[config.mk]
export PLATFORM = sky130hd
export DESIGN_NAME = fp_burst_reader
export DESIGN_NICKNAME = d
export VERILOG_FILES = /design/src/rtl/fp_burst_reader.sv
export SDC_FILE = /design/constraint.sdc
export NUM_CORES = 1
export LEC_CHECK = 0
export ABC_AREA = 0
export CAP_MARGIN = 10
export CELL_PAD_IN_SITES_DETAIL_PLACEMENT = 1
export CELL_PAD_IN_SITES_GLOBAL_PLACEMENT = 1
export CORE_MARGIN = 8
export CORE_UTILIZATION = 25
export DETAILED_ROUTE_END_ITERATION = 8
export DONT_BUFFER_PORTS = 1
export GPL_TIMING_DRIVEN = 0
export PLACE_DENSITY = 0.46
export SLEW_MARGIN = 20
export SYNTH_ARGS = -nofsm -noshare
export SYNTH_HDL_FRONTEND = slang
export SYNTH_MEMORY_MAX_BITS = 65536
export SYNTH_SLANG_ARGS = --single-unit
export TNS_END_PERCENT = 5
[constraint.sdc]
create_clock -name clk -period 2.17 [get_ports clk]
set_input_delay 0.1085 -clock clk [delete_from_list [all_inputs] [get_ports clk]]
set_output_delay 0.1085 -clock clk [all_outputs]
set_load 0.01 [all_outputs]
[src/rtl/fp_burst_reader.sv]
module fp_burst_reader #(
  parameter int DATA_W    = 16,
  parameter int COL_W     = 8,
  parameter int PRE_LIMIT = 8,
  localparam int PAGE     = 1 << COL_W,
  localparam int TMR_W    = $clog2(PRE_LIMIT + 1)
) (
  input  logic              clk,
  input  logic              rst_n,
  input  logic [1:0]        cas_lat_cfg,
  input  logic [1:0]        cmd,
  input  logic [COL_W-1:0]  col_in,
  output logic [DATA_W-1:0] dq_out,
  output logic              dq_oe,
  output logic              pre_err
);

  localparam logic [1:0] CMD_NOP  = 2'd0;
  localparam logic [1:0] CMD_READ = 2'd1;
  localparam logic [1:0] CMD_STOP = 2'd2;
  localparam logic [1:0] CMD_PRE  = 2'd3;

  logic [DATA_W-1:0] page_q [PAGE];
  logic              cl3_q;
  logic              active_q;
  logic [COL_W-1:0]  cnt_q;
  logic [2:0]        v_q;
  logic [DATA_W-1:0] d_q [3];
  logic              pend_q;
  logic [TMR_W-1:0]  tmr_q;
  logic              err_q;

  logic              is_read, is_stop, issue_v;
  logic [COL_W-1:0]  issue_col;

  assign is_read   = (cmd == CMD_READ);
  assign is_stop   = (cmd == CMD_STOP) && active_q;
  assign issue_v   = is_read || (active_q && !is_stop);
  assign issue_col = is_read ? col_in : cnt_q;

  // page contents: fixed pattern loaded at reset
  always_ff @(posedge clk) begin
    if (!rst_n) begin
      for (int i = 0; i < PAGE; i++)
        page_q[i] <= DATA_W'({COL_W'(i) ^ COL_W'(8'hA5), COL_W'(i)});
    end
  end

  // burst counter and latency pipeline
  always_ff @(posedge clk) begin
    if (!rst_n) begin
      cl3_q    <= (cas_lat_cfg == 2'd3);
      active_q <= 1'b0;
      cnt_q    <= '0;
      v_q      <= '0;
      for (int i = 0; i < 3; i++) d_q[i] <= '0;
    end else begin
      active_q <= is_read || (active_q && cmd != CMD_STOP);
      if (issue_v) cnt_q <= issue_col + COL_W'(1);
      v_q    <= {v_q[1:0], issue_v};
      d_q[0] <= issue_v ? page_q[issue_col] : '0;
      d_q[1] <= d_q[0];
      d_q[2] <= d_q[1];
    end
  end

  // precharge deadline after a stop
  always_ff @(posedge clk) begin
    if (!rst_n) begin
      pend_q <= 1'b0;
      tmr_q  <= '0;
      err_q  <= 1'b0;
    end else if (is_stop) begin
      pend_q <= 1'b1;
      tmr_q  <= TMR_W'(PRE_LIMIT);
    end else if (pend_q) begin
      if (cmd == CMD_PRE) begin
        pend_q <= 1'b0;
      end else if (tmr_q == TMR_W'(1)) begin
        pend_q <= 1'b0;
        err_q  <= 1'b1;
      end else begin
        tmr_q <= tmr_q - TMR_W'(1);
      end
    end
  end

  assign dq_oe   = cl3_q ? v_q[2] : v_q[1];
  assign dq_out  = cl3_q ? d_q[2] : d_q[1];
  assign pre_err = err_q;

  p_first_cl2_r1: assert property (@(posedge clk) disable iff (!rst_n)
    (cmd == CMD_READ && !cl3_q) |=> ##1 dq_oe);

  p_first_cl3_r2: assert property (@(posedge clk) disable iff (!rst_n)
    (cmd == CMD_READ && cl3_q) |=> ##2 dq_oe);

  // counter steps by one, wrapping modulo the page
  p_step_r3: assert property (@(posedge clk) disable iff (!rst_n)
    (active_q && cmd == CMD_NOP) |=> (cnt_q == $past(cnt_q) + COL_W'(1)));

  p_drain_cl2_r5: assert property (@(posedge clk) disable iff (!rst_n)
    (cmd == CMD_STOP && !cl3_q) |=> ##1 !dq_oe);

  p_drain_cl3_r5: assert property (@(posedge clk) disable iff (!rst_n)
    (cmd == CMD_STOP && cl3_q) |=> ##2 !dq_oe);

  p_cl_hold_r7: assert property (@(posedge clk) disable iff (!rst_n)
    $past(rst_n) |-> $stable(cl3_q));

  p_err_cause_r8: assert property (@(posedge clk) disable iff (!rst_n)
    $rose(pre_err) |-> ($past(pend_q) && $past(cmd) != CMD_PRE));

  p_err_sticky_r9: assert property (@(posedge clk) disable iff (!rst_n)
    pre_err |=> pre_err);

endmodule

Word-level counts from Yosys, hierarchy flattened
Memory sizes are Yosys's and may differ from the RTL's.
Cells that the tools add are included.
- register bits after elaboration: 19
- RAM bits: 4144
- bits of input ports: 14
- output and inout port bits: 18
- word-level logic and storage cells: 55
- memories: 2
- memory list (memory ; words ; width ; read ports ; clocked after Yosys merged registers in ; wr ports ; line ; text):
    page_q ; 256 ; 16 ; 1 ; 0 ; 256 ; 23 ; logic [DATA_W-1:0] page_q [PAGE];
    d_q ; 3 ; 16 ; 3 ; 0 ; 3 ; 28 ; logic [DATA_W-1:0] d_q [3];
- $add $sub $neg: 2
- equal/unequal tests: 8
- multiplexer cells: 17
- bitwise logic cells: 7
- reduce and logical (&&, ||, !) cells: 11
- operators with widths (operator ; count):
    16-bit 2-to-1 mux ; 5
    4-bit 2-to-1 mux ; 4
    8-bit by 1-bit adder with 8-bit output, second input constant ; 1
    8-bit 2-to-1 mux ; 1
    1-bit 2-to-1 mux ; 7
    2-bit equality test, second input constant ; 3
    2-bit != test, second input constant ; 3
    3-bit AND reduction ; 2
    4-bit by 1-bit equality test with 1-bit output, second input constant ; 1
    1-bit inverter ; 4
    4-bit AND reduction ; 1
    4-bit by 1-bit subtractor with 4-bit output, second input constant ; 1
    1-bit logical AND ; 3
    1-bit OR ; 3
    2-bit by 1-bit equality test with 1-bit output, second input constant ; 1
    1-bit logical OR ; 2
    2-bit nonzero test ; 1
    2-bit OR reduction ; 1
    1-bit logical NOT ; 1

Longest topological paths before layout
Gate-level depths: netlist (run 1).
- depth in word-level cells: 7
- depth in mapped cells: 11
- mapped depth without buffers: 8

Least setup slack after synthesis (run 1)
No wires, ideal clock.
- path kind: input -> register
- from: input cmd[0]
- to: register cnt_q[6]
- library setup time: 117 ps
- arrival time: 1799 ps
- data required time: 2053 ps
- path slack: 255 ps
- stages on the path: 11
- buffers on the path: 3
- path through: buf_2 nor2b_1 buf_2 buf_4 nand2_1 nand2_1 ha_1 and3_1 nand4_1 a41o_1 a22o_1
- elaborated cells between the ends (all ways): 8
- those cells by class: add/sub (1); eq/ne (2); mux (1); reduce/logical (4)
- RTL lines (element ; line ; text):
    start, declared ; 11 ; input logic [1:0] cmd,
    2-bit by 1-bit equality test with 1-bit output ; 36 ; assign is_read = (cmd == CMD_READ);
    8-bit 2-to-1 mux ; 39 ; assign issue_col = is_read ? col_in : cnt_q;
    via issue_col[0] ; 34 ; logic [COL_W-1:0] issue_col;
    8-bit by 1-bit adder with 8-bit output ; 59 ; if (issue_v) cnt_q <= issue_col + COL_W'(1);
    end signal, assigned ; 59 ;
    end, declared ; 26 ; logic [COL_W-1:0] cnt_q;
The timed path passes the listed nets, and every way through them passes these cells.
A chain may end at the register's enable or synchronous reset.

Worst setup path in the final report (run 1)
Ends and elaborated chain as after synthesis.

==> flow_summary.json, run 1 <==
{
  "dpl.hpwl_um": 3840,
  "via_per_inst": 4.47,
  "wirelength_um": 5290,
  "crit_start": "cmd[0]",
  "rows": 34,
  "clk_pin_slew_worst_paths_ps": 110,
  "synth_top_area_frac": 0.494,
  "synth_common_cells": "dfxtp_1, and2_1, nand2_1",
  "synth.cell_area_mm2": 0.00219,
  "start_util": 0.255,
  "reg2regPathDepth": 7,
  "grt_max_degree": 21,
  "report.final.slew_viol_count": 0,
  "n_antenna_cell": 0,
  "synthTopCellsByArea": "dfxtp_1, and2_1, mux2_2",
  "reg2reg_slack_ps": 360,
  "ios": 32,
  "synth_cell_types": 41,
  "grt_overflow_total": 0,
  "register_area_mm2": 0.00111,
  "p_per_area_mw_per_mm2": 741,
  "dieArea_mm2": 0.0120,
  "multi_input_area_um2": 973,
  "htree_levels": 2,
  "die_w_um": 110,
  "r2r-end": "cnt_q[6]$_SDFFE_PN0N_",
  "drt_iter0_markers": 44,
  "synth_edf_count": 1,
  "cts_buffers": 5,
  "rsz0062_at_grt": "no",
  "relSlewSlack": 0.503,
  "first_pass_iters": 4,
  "start_kind": "input port",
  "hold_violations": 0,
  "async_flop_share": 0,
  "yosysMostFrequentCell": "dfxtp_1",
  "outcome": "completed",
  "final_antenna_net_count": 0,
  "end_kind": "flip-flop",
  "cts_tree": "built",
  "syn_to_final_growth_pct": 14.6,
  "reg2reg_from": "cnt_q[0]$_SDFFE_PN0N_",
  "synth_warnings": 0,
  "track_usage": 0.0938,
  "max_freq_mhz": 512,
  "min_path_type": "input port to flip-flop",
  "period_share": 0.900,
  "drc": 0,
  "ys_ff_latch": 55,
  "synth_area_per_cell_um2": 9.85,
  "cts-root-buf": "clkbuf_8",
  "maxCapViolCount": 0,
  "num_vias": 1546,
  "cts_sinks": 55,
  "ys.flop_type": "dfxtp_1",
  "die_y_um": 110,
  "path_max_fanout": 10,
  "dp_slack_ps": -185,
  "port_buffers": 0,
  "synthCells": 222,
  "core_area_mm2": 0.00859,
  "synth_top_area_cell": "dfxtp_1",
  "final_nets": 254,
  "synthesis.nets": 239,
  "antenna_found_initial": 0,
  "period_minus_slack_ps": 1950,
  "cp.arrival_ps": 2180,
  "detail_route.wl_per_cell_um": 15.3,
  "crit_type": "input port to flip-flop",
  "fin_skew_ps": 4.53,
  "setup-tns-final_ps": 0,
  "ys_seq_area_frac": 0.508,
  "cts_max_path_buffers": 2,
  "finalWorstSetupSlack_ps": 216,
  "fill_cells": 986,
  "clkLatencyLatePin_ps": 320,
  "tightestPinTransition_ps": 742,
  "worst_ir_drop_vdd_uv": 230,
  "endpoint": "cnt_q[6]$_SDFFE_PN0N_",
  "final-setup-viol-count": 0,
  "grt_first_pass_wirelength_um": 8670,
  "gp_congestion": 0.781,
  "cp_data_required_time_ps": 2390,
  "grt_pass1_vias": 1642,
  "power.leakage_nw": 1.02,
  "drive_gt1_frac": 0.143
}
## worst max-delay path: stages
cell and delay [ps]:
buf_2 170, nor2b_1 140, buf_2 210, buf_4 210, nand2_1 70, nand2_1 170, ha_2 290, and3_1 220
nand4_1 150, a41o_1 270, a22o_1 170
## power breakdown
group	switching [mW]	internal (mW)	total, mW
Sequential	0.0185	1.04	1.06
Clock	0.390	0.246	0.636
Combinational	0.0895	0.0684	0.158
## metal layers
metal	vias to the layer above	GRT usage	share of wire
met1	736	0.120	0.49
met5	-	0	0
met2	22	0.149	0.45
li1	781	-	-
met4	0	0.0318	0.013
met3	7	0.0258	0.046
## logic make-up (layout without fill, tap and decap cells)
group	Yosys count	after routing	synth area share
AOI/OAI and AO/OA	31	31	0.0973
xor gates and xnor gates	6	6	0.0240
adders and majority gates	3	3	0.0172
buffers and inverters	21	37	0.0480
DFF	55	55	0.508
muxes	19	19	0.0955
and+or+nand+nor	87	87	0.210
## placed cells by master (no fill, tap or decap), drive strengths merged, types with 3 or more instances in the layout
cell type    instances
a21oi                8
and2                28
and3                 6
buf                 10
clkbuf               9
dfxtp               54
dlygate4sd3          8
ha                   3
inv                  9
mux2                15
mux2i                4
nand2               21
nand3                9
nor2                 9
nor3                 4
o211ai               3
o21ai                4
o2bb2ai              3
xnor2                4
## timing repair
item,4_1_cts,5_1_grt
endpoints found under the setup margin,0,1
gates resized for setup,0,1
hold endpoints to repair,7,0
buffers inserted,0,0
hold buffers,8,0
## how the worst min path moves through the flow
stage | end | from | cells after the start
floorplan | d_q[0][6]$_SDFF_PN0_ | col_in[6] | 2
global placement | d_q[0][6]$_SDFF_PN0_ | col_in[6] | 2
detailed placement | d_q[0][6]$_SDFF_PN0_ | col_in[6] | 2
CTS | cnt_q[7]$_SDFFE_PN0N_ | col_in[7] | 3
global route | d_q[0][2]$_SDFF_PN0_ | col_in[2] | 2
finish | cnt_q[7]$_SDFFE_PN0N_ | col_in[7] | 3
## stage by stage
stage | std cells | hold slack (ps) | cell area, µm² | utilization | power [mW]
2_1_floorplan | 222 | 244 | 2190 | - | 1.19
3_3_place_gp | 330 | 276 | 2320 | 0.270 | 1.24
3_5_place_dp | 330 | 276 | 2320 | 0.270 | 1.24
4_1_cts | 346 | 10.8 | 2500 | 0.291 | 1.91
5_1_grt | 346 | 26.8 | 2510 | 0.292 | 1.97
6_report | 346 | 17.9 | 2510 | 0.292 | 1.86
## layout make-up
class | count | share of cell area
clock inverter | 3 | 0.0135
buffer | 14 | 0.0314
timing repair buffer | 8 | 0.0319
tap | 108 | 0.0539
clock buffer | 5 | 0.0274
multi-input combinational | 146 | 0.388
sequential | 55 | 0.443
inverter | 7 | 0.0105
## state kept, by name, summed over array words and instances, names as in the netlist
| signal | count |
|---|---|
| cl3_q | 1 |
| pend_q | 1 |
| pre_err | 1 |
| active_q | 1 |
| v_q | 3 |
| cnt_q | 8 |
| tmr_q | 4 |
| d_q | 36 |
No activity file was read; power rests on OpenSTA's default activity.
==> run 2: changes to the inputs <==
--- a/config.mk
+++ b/config.mk
@@ -13,7 +13,6 @@
 export CORE_UTILIZATION = 25
 export DETAILED_ROUTE_END_ITERATION = 8
 export DONT_BUFFER_PORTS = 1
-export GPL_TIMING_DRIVEN = 0
 export PLACE_DENSITY = 0.46
 export SLEW_MARGIN = 20
 export SYNTH_ARGS = -nofsm -noshare
==> run 2 against run 1 <==
Die area is the same. Count of clock-buffer cells in the layout grew 2. Fmax grew 13%. Highest routed layer unchanged. Global-route usage shrank 0.39 points. Register-to-register slack gained 80 ps. Power grew 5.8%.
==> flow_summary.json, run 2 (synthesis results as in run 1) <==
{
  "wirelength_um": 5160,
  "period_share": 0.796,
  "cts_buffers": 5,
  "final_cell_mix": "dfxtp_1, and2_1, nand2_1",
  "power.leakage_nw": 1.01,
  "core_area_mm2": 0.00859,
  "min_path_type": "input port to flip-flop",
  "max_stage_delay_ps": 360,
  "drive_gt1_frac": 0.127,
  "cp_data_required_time_ps": 2380,
  "p_per_area_mw_per_mm2": 791,
  "start_util": 0.255,
  "tightestPinTransition_ps": 587,
  "fin_util": 0.289,
  "min_to": "d_q[0][13]$_SDFF_PN0_",
  "top_layer_used": "met4",
  "reg2regPathDepth": 7,
  "outcome": "completed",
  "cp.arrival_ps": 1930,
  "finalPower_mw": 1.97,
  "report.final.slew_viol_count": 0,
  "clkLatencyLatePin_ps": 300,
  "final_nets": 245,
  "crit_top_cell": "nand2_1",
  "cts-root-buf": "clkbuf_8",
  "grt_max_degree": 35,
  "setup-tns-final_ps": 0,
  "grt_pass1_vias": 1583,
  "n_antenna_cell": 0,
  "reg2reg_from": "cnt_q[0]$_SDFFE_PN0N_",
  "gp_congestion": 0.779,
  "hp-start": "col_in[5]",
  "largest_reg_flops": 36,
  "dr_wl_met2_um": 2280,
  "max_freq_mhz": 579,
  "path_max_fanout": 6,
  "slowest_stage": "dfxtp_1",
  "port_buffers": 0,
  "grt_overflow_total": 0,
  "first_pass_iters": 4,
  "crit_type": "flip-flop to flip-flop",
  "cts_tree": "built",
  "crit_chain": "nand2_1 -> nand2_1 -> ha_1 -> and3_1 -> nand4_1 -> a41o_1 -> a22o_1",
  "hold_violations": 0,
  "syn_to_final_growth_pct": 13.6,
  "track_usage": 0.0899,
  "drt_iter0_markers": 41,
  "drc": 0,
  "maxCapViolCount": 0,
  "r2r-end": "cnt_q[6]$_SDFFE_PN0N_",
  "cts_max_path_buffers": 2,
  "ios": 32,
  "grt_first_pass_wirelength_um": 8370,
  "die_w_um": 110,
  "wl_met3_um": 340,
  "post-cts-setup-buffers": 0,
  "final_antenna_net_count": 0,
  "clk_pin_slew_worst_paths_ps": 100,
  "reg_top3": "d_q x36, cnt_q x8, tmr_q x4",
  "holdPathStages": 2,
  "detail_route.wl_per_cell_um": 15.3,
  "rows": 34,
  "relSlewSlack": 0.609,
  "start_kind": "flip-flop",
  "worst_ir_drop_vdd_uv": 253,
  "end_kind": "flip-flop",
  "htree_levels": 2,
  "ctsHoldBuffers": 7,
  "rsz0062_at_grt": "no",
  "period_minus_slack_ps": 1730,
  "cts_resized": 0,
  "antenna_found_initial": 0,
  "dpl.hpwl_um": 3590,
  "reg2reg_slack_ps": 440,
  "met1Wirelength_um": 2490,
  "fin_skew_ps": 6.82,
  "dieArea_mm2": 0.0120,
  "num_vias": 1498,
  "largest_register": "d_q",
  "mostFrequentLayoutCell": "dfxtp_1",
  "die_y_um": 110,
  "final-setup-viol-count": 0,
  "via_per_inst": 4.45,
  "cts_sinks": 55
}
-- run 2: worst max-delay path: cells and delay by family (launching register included) --
family                   cells  cell delay, ps
AND/OR/NAND/NOR              4             560
AO/OA/AOI/OAI                2             430
flip-flops                   1             360
adder cells (fa/ha/maj)      1             270
-- run 2: metrics by stage --
| step | std cells | hold slack, ps | area (µm²) | setup WS [ps] |
|---|---|---|---|---|
| 2_1_floorplan | 222 | 244 | 2190 | 255 |
| 3_3_place_gp | 321 | 237 | 2280 | 473 |
| 3_5_place_dp | 321 | 240 | 2280 | 405 |
| 4_1_cts | 336 | 1.87 | 2480 | 463 |
| 5_1_grt | 337 | 11.0 | 2480 | 311 |
| 6_report | 337 | 16.6 | 2480 | 444 |
-- run 2: report_power, final --
part | switching [mW] | internal (mW)
clock | 0.334 | 0.415
combinational | 0.0801 | 0.0668
sequential | 0.0240 | 1.04
total | 0.438 | 1.53
-- run 2: final cells by class --
class | count | area [µm²]
repair buffers | 13 | 113
fillers | 1006 | 6110
clock inverters | 1 | 30.0
clock buffers | 7 | 97.6
flip-flops and latches | 55 | 1110
well taps | 108 | 135
multi-input cells | 146 | 971
inverters | 7 | 26.3
-- run 2: how the worst max path moves through the flow --
stage,startpoint,endpoint,slack [ps],cells after the start
2_1_floorplan,cmd[0],cnt_q[6]$_SDFFE_PN0N_,250,11
3_3_place_gp,cmd[1],cnt_q[6]$_SDFFE_PN0N_,470,8
3_5_place_dp,cmd[0],cnt_q[6]$_SDFFE_PN0N_,410,8
4_1_cts,cnt_q[0]$_SDFFE_PN0N_,cnt_q[6]$_SDFFE_PN0N_,460,7
5_1_grt,cnt_q[0]$_SDFFE_PN0N_,cnt_q[6]$_SDFFE_PN0N_,310,7
6_report,cnt_q[0]$_SDFFE_PN0N_,cnt_q[6]$_SDFFE_PN0N_,440,7
-- run 2: layer usage --
layer / track usage / vias up
li1: - / 762
met1: 0.115 / 702
met2: 0.137 / 29
met3: 0.0317 / 5
met4: 0.0318 / 0
met5: 0 / -
